$ cat src/rtl/pwr_seq_ctrl.sv
module pwr_seq_ctrl #(
  parameter int STB_FILT = 4,
  parameter int TMO_W    = 8
) (
  input  logic             clk,
  input  logic             rst_n,
  input  logic             wake_req,
  input  logic             sleep_req,
  input  logic             start_done,
  input  logic [1:0]       pmode,
  input  logic [5:0]       set_pls,
  input  logic [5:0]       clr_pls,
  input  logic [5:0]       slp_off,
  input  logic             stb_on_cfg,
  input  logic [5:0]       reg_stable,
  input  logic [TMO_W-1:0] tmo_limit,
  input  logic [5:0]       ovr_en,
  input  logic [5:0]       ovr_val,
  output logic [5:0]       en_out,
  output logic [5:0]       en_rdbk,
  output logic             asleep,
  output logic             active,
  output logic             seq_err
);
  localparam int NREG = 6;
  localparam int FW   = $clog2(STB_FILT + 1);
  localparam int BUCK = 0;
  localparam int SYS  = 1;
  localparam int CORE = 2;
  localparam int MIO  = 3;
  localparam int STB  = 4;
  localparam logic [NREG-1:0] RST_EN  = 6'b100000;
  localparam logic [NREG-1:0] STB_BIT = 6'b010000;

  typedef enum logic [2:0] {S_SLEEP, S_WAKE_IO, S_WAKE_ST, S_ACTIVE, S_SLP_STB} st_t;

  st_t              st, nx_st;
  logic [NREG-1:0]  hw_en, nx_hw, ok;
  logic [TMO_W-1:0] tmo_cnt;
  logic             waiting;

  for (genvar i = 0; i < NREG; i++) begin : g_filt
    logic [FW-1:0] cnt;
    always_ff @(posedge clk or negedge rst_n) begin
      if (!rst_n)              cnt <= '0;
      else if (!reg_stable[i]) cnt <= '0;
      else if (cnt != FW'(STB_FILT)) cnt <= cnt + 1'b1;
    end
    assign ok[i] = (cnt == FW'(STB_FILT));
  end

  always_comb begin
    nx_hw = (hw_en | set_pls) & ~clr_pls;
    nx_st = st;
    if (!seq_err) begin
      unique case (st)
        S_SLEEP: if (wake_req) begin
          nx_hw[CORE] = 1'b1;
          nx_hw[MIO]  = 1'b1;
          nx_hw[BUCK] = (pmode != 2'd1);
          nx_hw[SYS]  = (pmode != 2'd0);
          nx_st       = S_WAKE_IO;
        end
        S_WAKE_IO: if (ok[MIO]) begin
          nx_hw[STB] = 1'b0;
          nx_st      = S_WAKE_ST;
        end
        S_WAKE_ST: if (start_done) begin
          if (pmode == 2'd2) nx_hw[SYS] = 1'b0;
          nx_st = S_ACTIVE;
        end
        S_ACTIVE: if (sleep_req) begin
          if (slp_off[MIO] && stb_on_cfg) begin
            nx_hw[STB] = 1'b1;
            nx_st      = S_SLP_STB;
          end else begin
            nx_hw = nx_hw & ~slp_off;
            nx_st = S_SLEEP;
          end
        end
        S_SLP_STB: if (ok[STB]) begin
          nx_hw = nx_hw & ~(slp_off & ~STB_BIT);
          nx_st = S_SLEEP;
        end
        default: nx_st = S_SLEEP;
      endcase
    end
  end

  assign waiting = ((st == S_WAKE_IO) && !ok[MIO]) || ((st == S_SLP_STB) && !ok[STB]);

  always_ff @(posedge clk or negedge rst_n) begin
    if (!rst_n) begin
      st      <= S_SLEEP;
      hw_en   <= RST_EN;
      en_out  <= RST_EN;
      tmo_cnt <= '0;
      seq_err <= 1'b0;
    end else begin
      st     <= nx_st;
      hw_en  <= nx_hw;
      en_out <= (ovr_en & ovr_val) | (~ovr_en & hw_en);
      if (seq_err) begin
        tmo_cnt <= tmo_cnt;
      end else if (!waiting) begin
        tmo_cnt <= '0;
      end else if (tmo_cnt == tmo_limit) begin
        seq_err <= 1'b1;
      end else begin
        tmo_cnt <= tmo_cnt + 1'b1;
      end
    end
  end

  assign en_rdbk = en_out;
  assign asleep  = (st == S_SLEEP);
  assign active  = (st == S_ACTIVE);
endmodule


$ cat config.mk
export PLATFORM = sky130hd
export DESIGN_NAME = pwr_seq_ctrl
export DESIGN_NICKNAME = d
export VERILOG_FILES = /design/src/rtl/pwr_seq_ctrl.sv
export SDC_FILE = /design/constraint.sdc
export NUM_CORES = 1
export LEC_CHECK = 0
export ABC_AREA = 1
export BUFFER_PORTS_ARGS = -buffer_cell sky130_fd_sc_hd__buf_2
export CAP_MARGIN = 10
export CORE_UTILIZATION = 53
export DETAILED_ROUTE_END_ITERATION = 16
export PLACE_DENSITY = 0.95
export SLEW_MARGIN = 20
export SYNTH_ARGS = -nofsm -noshare
export SYNTH_HDL_FRONTEND = slang
export SYNTH_SLANG_ARGS = --single-unit
$ cat constraint.sdc
create_clock -name clk -period 3.7 [get_ports clk]
set_clock_uncertainty 0.1 [all_clocks]
set_input_delay 0.925 -clock clk [delete_from_list [all_inputs] [get_ports clk]]
set_output_delay 0.925 -clock clk [all_outputs]
set_load 0.01 [all_outputs]
==> reports/metrics.yaml, run 1 <==
run_status:
  outcome: "finished, final reports clean"
setup_path:
  r2r_start: "g_filt[3].cnt[0]"
  regToRegSetupSlack_ns: 2.02
  cp_data_arrival_time_ns: 1.41
  cp_max_fo: 6
  timing.rr.end: "tmo_cnt[0]"
  r2r_cells: 9
  crit_path_end_kind: "output pin"
  worst-setup-path-type: "register to output pin"
  critPathLaunchType: "register"
  crit_required_ns: 2.67
global_route:
  grt_max_degree: 31
  antenna_found_initial: 0
  grtUsageMet1: 0.277
  use_met3: 0.0693
  grt_usage: 0.226
  busiest_layer: "met2"
  grt-ovfl-total: 0
  use_met2: 0.382
  grt_pass1_vias: 1441
  grt_pass1_wl_mm: 6.04
power_and_ir_drop:
  combPwrFrac: 0.160
  vdd_ir_drop_max_uv: 201
  seqPwrFrac: 0.558
  internal_power_mw: 0.472
  switching_power_mw: 0.167
  p_clk_frac: 0.283
  p_per_area_nw_per_um2: 289
  p_sw_frac: 0.262
  p_leak_nw: 1.12
synthesis:
  synth_top_area_share: 0.379
  syn_inst: 239
  synth_compound_area_frac: 0.103
  synthMuxAreaShare: 0.0366
  synth_top_family_by_area: "simple AND/OR/NAND/NOR gates"
  synth_nets: 296
  syn_avg_cell_area_sq_um: 7.73
  synth-adder-area-share: 0.0339
  synth_top_area_cell: "dfrtp_1"
  synth.area.top_cells: "dfrtp_1, nand2_1, nand3_1"
  synth-simple-area-share: 0.301
  synth_edf_count: 0
  synth_xor_area_frac: 0.0379
  async_flop_share: 1.00
  yosys_warnings: 0
  syn_area_sq_um: 1850
  yosysSeqAreaShare: 0.408
  synth.distinct_cells: 34
  ys_ff_latch: 30
  yosys_most_used_dff: "dfrtp_1"
clock_tree:
  clk_pin_slew_ns: 0.09
  clockRootBuffer: "clkbuf_4"
  cts_sinks: 30
  post_cts_buffers: 0
  cts_buffers: 5
  htreeDepth: 2
  cts_resized: 0
  cts_buffer_depth: 2
  cts_hold_buf: 0
  insertion_delay_ns: 0.33
  cts_tree: "yes"
cells_and_area:
  final_cells: 347
  drive_gt1_frac: 0.289
  area_growth_pct: 19.6
  nets: 357
  n_antenna_cell: 0
  layout_common_cells: "nand2_1, buf_2, dfrtp_1"
  fillCellCount: 294
  final_common_cell: "nand2_1"
sta:
  hold_viol_final: 0
  max-slew-margin-rel: 0.571
  slew_viol_final: 0
  grt_setup_unrepaired: "false"
  fmax_mhz: 411
  worstMarginPinSlew_ns: 0.643
  setup_viol: 0
  min_period_ns: 2.43
  finalCritPeriodShare: 0.658
  fin_tns_setup_ns: 0
placement:
  io_buffers: 62
  place_hpwl_mm: 2.99
  placedCellCount: 339
  gp_congestion: 0.913
die:
  boundaryPins: 67
  initial_core_util: 0.554
  rows: 21
  dieArea_sq_um: 3730
  die_w_um: 61.1
  core_area_sq_um: 3340
  die_h_um: 61.1
hold_path:
  hp-start: "hw_en[1]"
  hold_path_depth: 1
  min_path_type: "register to register"
  hold_end: "en_out[1]"
drt:
  wirelength_mm: 3.84
  wl_per_cell_um: 11.1
  via_per_inst: 5.09
  first_pass_iters: 4
  drtIter0Drc: 56
  drtAntennaViolNets: 0
  via_count: 1766
  drc: 0
job:
  max-cap-violations: 0
## kinds of logic (layout without fill, tap and decap cells)
| family | after synthesis | after routing |
|---|---|---|
| AND/OR/NAND/NOR | 125 | 125 |
| adder cells (fa/ha/maj) | 5 | 5 |
| XOR/XNOR | 8 | 8 |
| multiplexers | 6 | 6 |
| flip-flops | 30 | 30 |
| AO/OA/AOI/OAI | 32 | 32 |
| buffers and inverters | 33 | 95 |
## power groups by stage
| stage | Sequential (mW) | Combinational [mW] | Clock (mW) |
|---|---|---|---|
| final | 0.356 | 0.102 | 0.181 |
| after CTS | 0.356 | 0.103 | 0.185 |
| after global routing | 0.359 | 0.119 | 0.204 |
| after floorplan | 0.364 | 0.0546 | 0 |
| after global placement | 0.362 | 0.0982 | 0 |
| after detailed placement | 0.363 | 0.103 | 0 |
## how the worst max path moves through the flow
stage,cells past startpoint,start,to
after floorplan,4,st[0],asleep
after global placement,8,tmo_limit[7],tmo_cnt[1]
after detailed placement,8,tmo_limit[7],tmo_cnt[2]
after CTS,4,st[1],asleep
after global routing,4,st[1],asleep
final,4,st[1],asleep
## through the flow
step            util  area (sq um)  hold WS [ns]  total power, mW  worst slack (ns)
4_1_cts        0.663          2210         0.419            0.644              1.27
3_3_place_gp   0.648          2160         0.389            0.460              1.63
6_report       0.663          2210         0.417            0.639              1.27
5_1_grt        0.663          2210         0.434            0.682              1.16
2_1_floorplan      -          1850         0.373            0.419              1.83
3_5_place_dp   0.648          2160         0.400            0.466              1.61
## metal layers
layer | wire length [um] | vias up
li1 | - | 903
met4 | 38 | 0
met1 | 1730 | 804
met3 | 203 | 8
met2 | 1870 | 51
met5 | 0 | -
## flip-flops by register name, indices dropped and copies added, names as in the netlist
| signal | count |
|---|---|
| g_filt.cnt | 6 |
| en_out | 6 |
| tmo_cnt | 8 |
| seq_err | 1 |
| st | 3 |
| hw_en | 6 |
## worst max-delay path: stages (launching register included)
cell	delay, ns
dfrtp_1	0.46
inv_2	0.11
nand2_2	0.10
nor2_2	0.23
buf_2	0.18
## synthesized netlist by cell type, types with 5 or more instances
master,instances
buf_4,6
ha_1,5
nand3_1,23
nor2_1,24
xnor2_1,5
o21ai_0,17
inv_1,21
dfrtp_1,28
mux2_2,6
nand2_1,63
## final cells by class
class | count | area (sq um) | area share
clock buffers | 8 | 48.8 | 0.0221
inverters | 25 | 93.8 | 0.0424
multi-input cells | 176 | 947 | 0.428
flip-flops and latches | 30 | 753 | 0.341
well taps | 46 | 57.6 | 0.0260
repair buffers | 62 | 310 | 0.140
Note: power is estimated with default switching activity, not from simulation.
==> inputs of run 2 (changes only) <==
Settings changed: ABC_AREA 1 to 0, CORE_UTILIZATION 53 to 44, PLACE_DENSITY 0.95 to 0.87.
Clock period 3.7 ns to 1.96 ns, I/O delays scaled along.
==> reports/metrics.yaml, run 2 <==
die:
  boundaryPins: 67
  die_h_um: 65.4
  die_w_um: 65.4
  core_area_sq_um: 3770
  rows: 22
  initial_core_util: 0.469
  dieArea_sq_um: 4280
cells_and_area:
  final_common_cell: "buf_2"
  layout_common_cells: "buf_2, dfrtp_1, nor2_1"
  largest_reg_flops: 8
  area_growth_pct: 33.4
  nets: 310
  top_register: "tmo_cnt"
  final_cells: 302
  n_antenna_cell: 0
  fin_util: 0.626
  drive_gt1_frac: 0.457
sta:
  hold_viol_final: 0
  fin_tns_setup_ns: 0
  slew_viol_final: 0
  min_period_ns: 1.89
  worstMarginPinSlew_ns: 0.661
  setup_viol: 0
  fmax_mhz: 528
  max-slew-margin-rel: 0.559
  finalCritPeriodShare: 0.966
global_route:
  grtUsageMet1: 0.228
  use_met2: 0.370
  grt_max_degree: 31
  grt_pass1_vias: 1528
  grt-ovfl-total: 0
  busiest_layer: "met2"
  grt_pass1_wl_mm: 6.50
  use_met3: 0.0521
  grt_usage: 0.205
  antenna_found_initial: 0
power_and_ir_drop:
  p_per_area_nw_per_um2: 1030
  vdd_ir_drop_max_uv: 616
  p_leak_nw: 1.12
setup_path:
  cp_data_arrival_time_ns: 1.30
  critPathLaunchType: "register"
  crit_required_ns: 1.37
  crit_path_end_kind: "output pin"
  worst-setup-path-type: "register to output pin"
  cp_max_fo: 8
placement:
  gp_congestion: 0.847
  place_hpwl_mm: 2.92
  placedCellCount: 292
  io_buffers: 62
synthesis:
  syn_area_sq_um: 1770
  ys_ff_latch: 30
  synth_most_common_cell: "dfrtp_1"
  syn_inst: 182
  yosys_most_used_dff: "dfrtp_1"
  synth_edf_count: 0
  synth.area.top_cells: "dfrtp_1, xnor2_1, mux2_2"
  synth_nets: 239
  syn_avg_cell_area_sq_um: 9.73
  synth_top_area_share: 0.396
  synth.distinct_cells: 49
  async_flop_share: 1.00
  yosysSeqAreaShare: 0.425
  synth_top_area_cell: "dfrtp_1"
  yosys_warnings: 0
  yosys-top-cells-count: "dfrtp_1, nor2_1, nand2_1, o21ai_0, a21oi_1"
clock_tree:
  cts_tree: "yes"
  cts_sinks: 30
  cts_buffer_depth: 2
  clockRootBuffer: "clkbuf_8"
  insertion_delay_ns: 0.29
  htreeDepth: 2
  cts_hold_buf: 0
  cts_buffers: 5
  clk_pin_slew_ns: 0.07
job:
  max-cap-violations: 0
drt:
  drtIter0Drc: 84
  drc: 0
  first_pass_iters: 4
  wl_per_cell_um: 13.6
  via_count: 1618
  via_per_inst: 5.36
  wirelength_mm: 4.12
  drtAntennaViolNets: 0
hold_path:
  min_path_type: "primary input to asynchronous set/reset pin"
run_status:
  outcome: "finished, final reports clean"
## run 2: worst max-delay path: stages (launching register included)
cell and delay, ns:
dfrtp_2 0.43, buf_4 0.18, inv_2 0.10, nand3_4 0.11
inv_2 0.08, buf_2 0.12
## run 2: final timing paths
kind                              to  depth (start not counted)  slack (ns)        startpoint
max                           active                          5        0.07             st[2]
min                         hw_en[3]                          1        0.13             rst_n
max reg2reg                    st[0]                          7        0.07  g_filt[4].cnt[1]
min reg2reg                en_out[4]                          1        0.41          hw_en[4]
max in group asynchronous      st[0]                          1        1.17             rst_n
min in group clk            hw_en[5]                          2        0.23        clr_pls[5]
## run 2: power by group
group          switching (mW)  total, mW  leakage (nW)  internal, mW
Combinational           0.434      0.826         0.673         0.393
Clock                   0.245      0.787        0.0714         0.542
Sequential             0.0905      0.824         0.381         0.734
Total                   0.770       2.44          1.12          1.67
## run 2: cell families (layout without fill, tap and decap cells)
logic type                 Yosys count  in the layout  synth area share
DFF                                 30             30             0.425
buffers and inverters               22             93            0.0763
adders and majority gates            5              5            0.0353
AOI/OAI and AO/OA                   45             45             0.164
xor gates and xnor gates            10             10            0.0495
muxes                                8              8            0.0523
and+or+nand+nor                     62             63             0.197
## run 2: metal layers
| metal | up-vias | share of wire |
|---|---|---|
| met5 | - | 0 |
| met4 | 0 | 0.019 |
| met3 | 8 | 0.046 |
| met2 | 57 | 0.50 |
| met1 | 765 | 0.43 |
| li1 | 788 | - |
## run 2: timing repair
item                       4_1_cts  5_1_grt
setup endpoints to repair        5       11
resized for setup                4       13
pin swaps                        2        5
cloned                           0        1
setup buffers                    1        0
## run 2: metrics by stage
step	power (mW)	area, sq um	hold WS, ns	worst slack [ns]
3_3_place_gp	1.53	2130	0.391	0.0285
3_5_place_dp	1.56	2130	0.396	-0.0399
4_1_cts	2.37	2300	0.152	-0.0159
5_1_grt	2.58	2360	0.180	-0.00488
6_report	2.44	2360	0.127	0.0675
2_1_floorplan	1.31	1770	0.0944	0.0851
## run 2: final cells by class
type / count / area, sq um
Clock buffer: 6 / 82.6
Clock inverter: 2 / 60.1
Fill cell: 315 / 1410
Inverter: 10 / 37.5
Multi-Input combinational cell: 131 / 957
Sequential cell: 30 / 756
Tap cell: 48 / 60.1
Timing Repair Buffer: 75 / 408
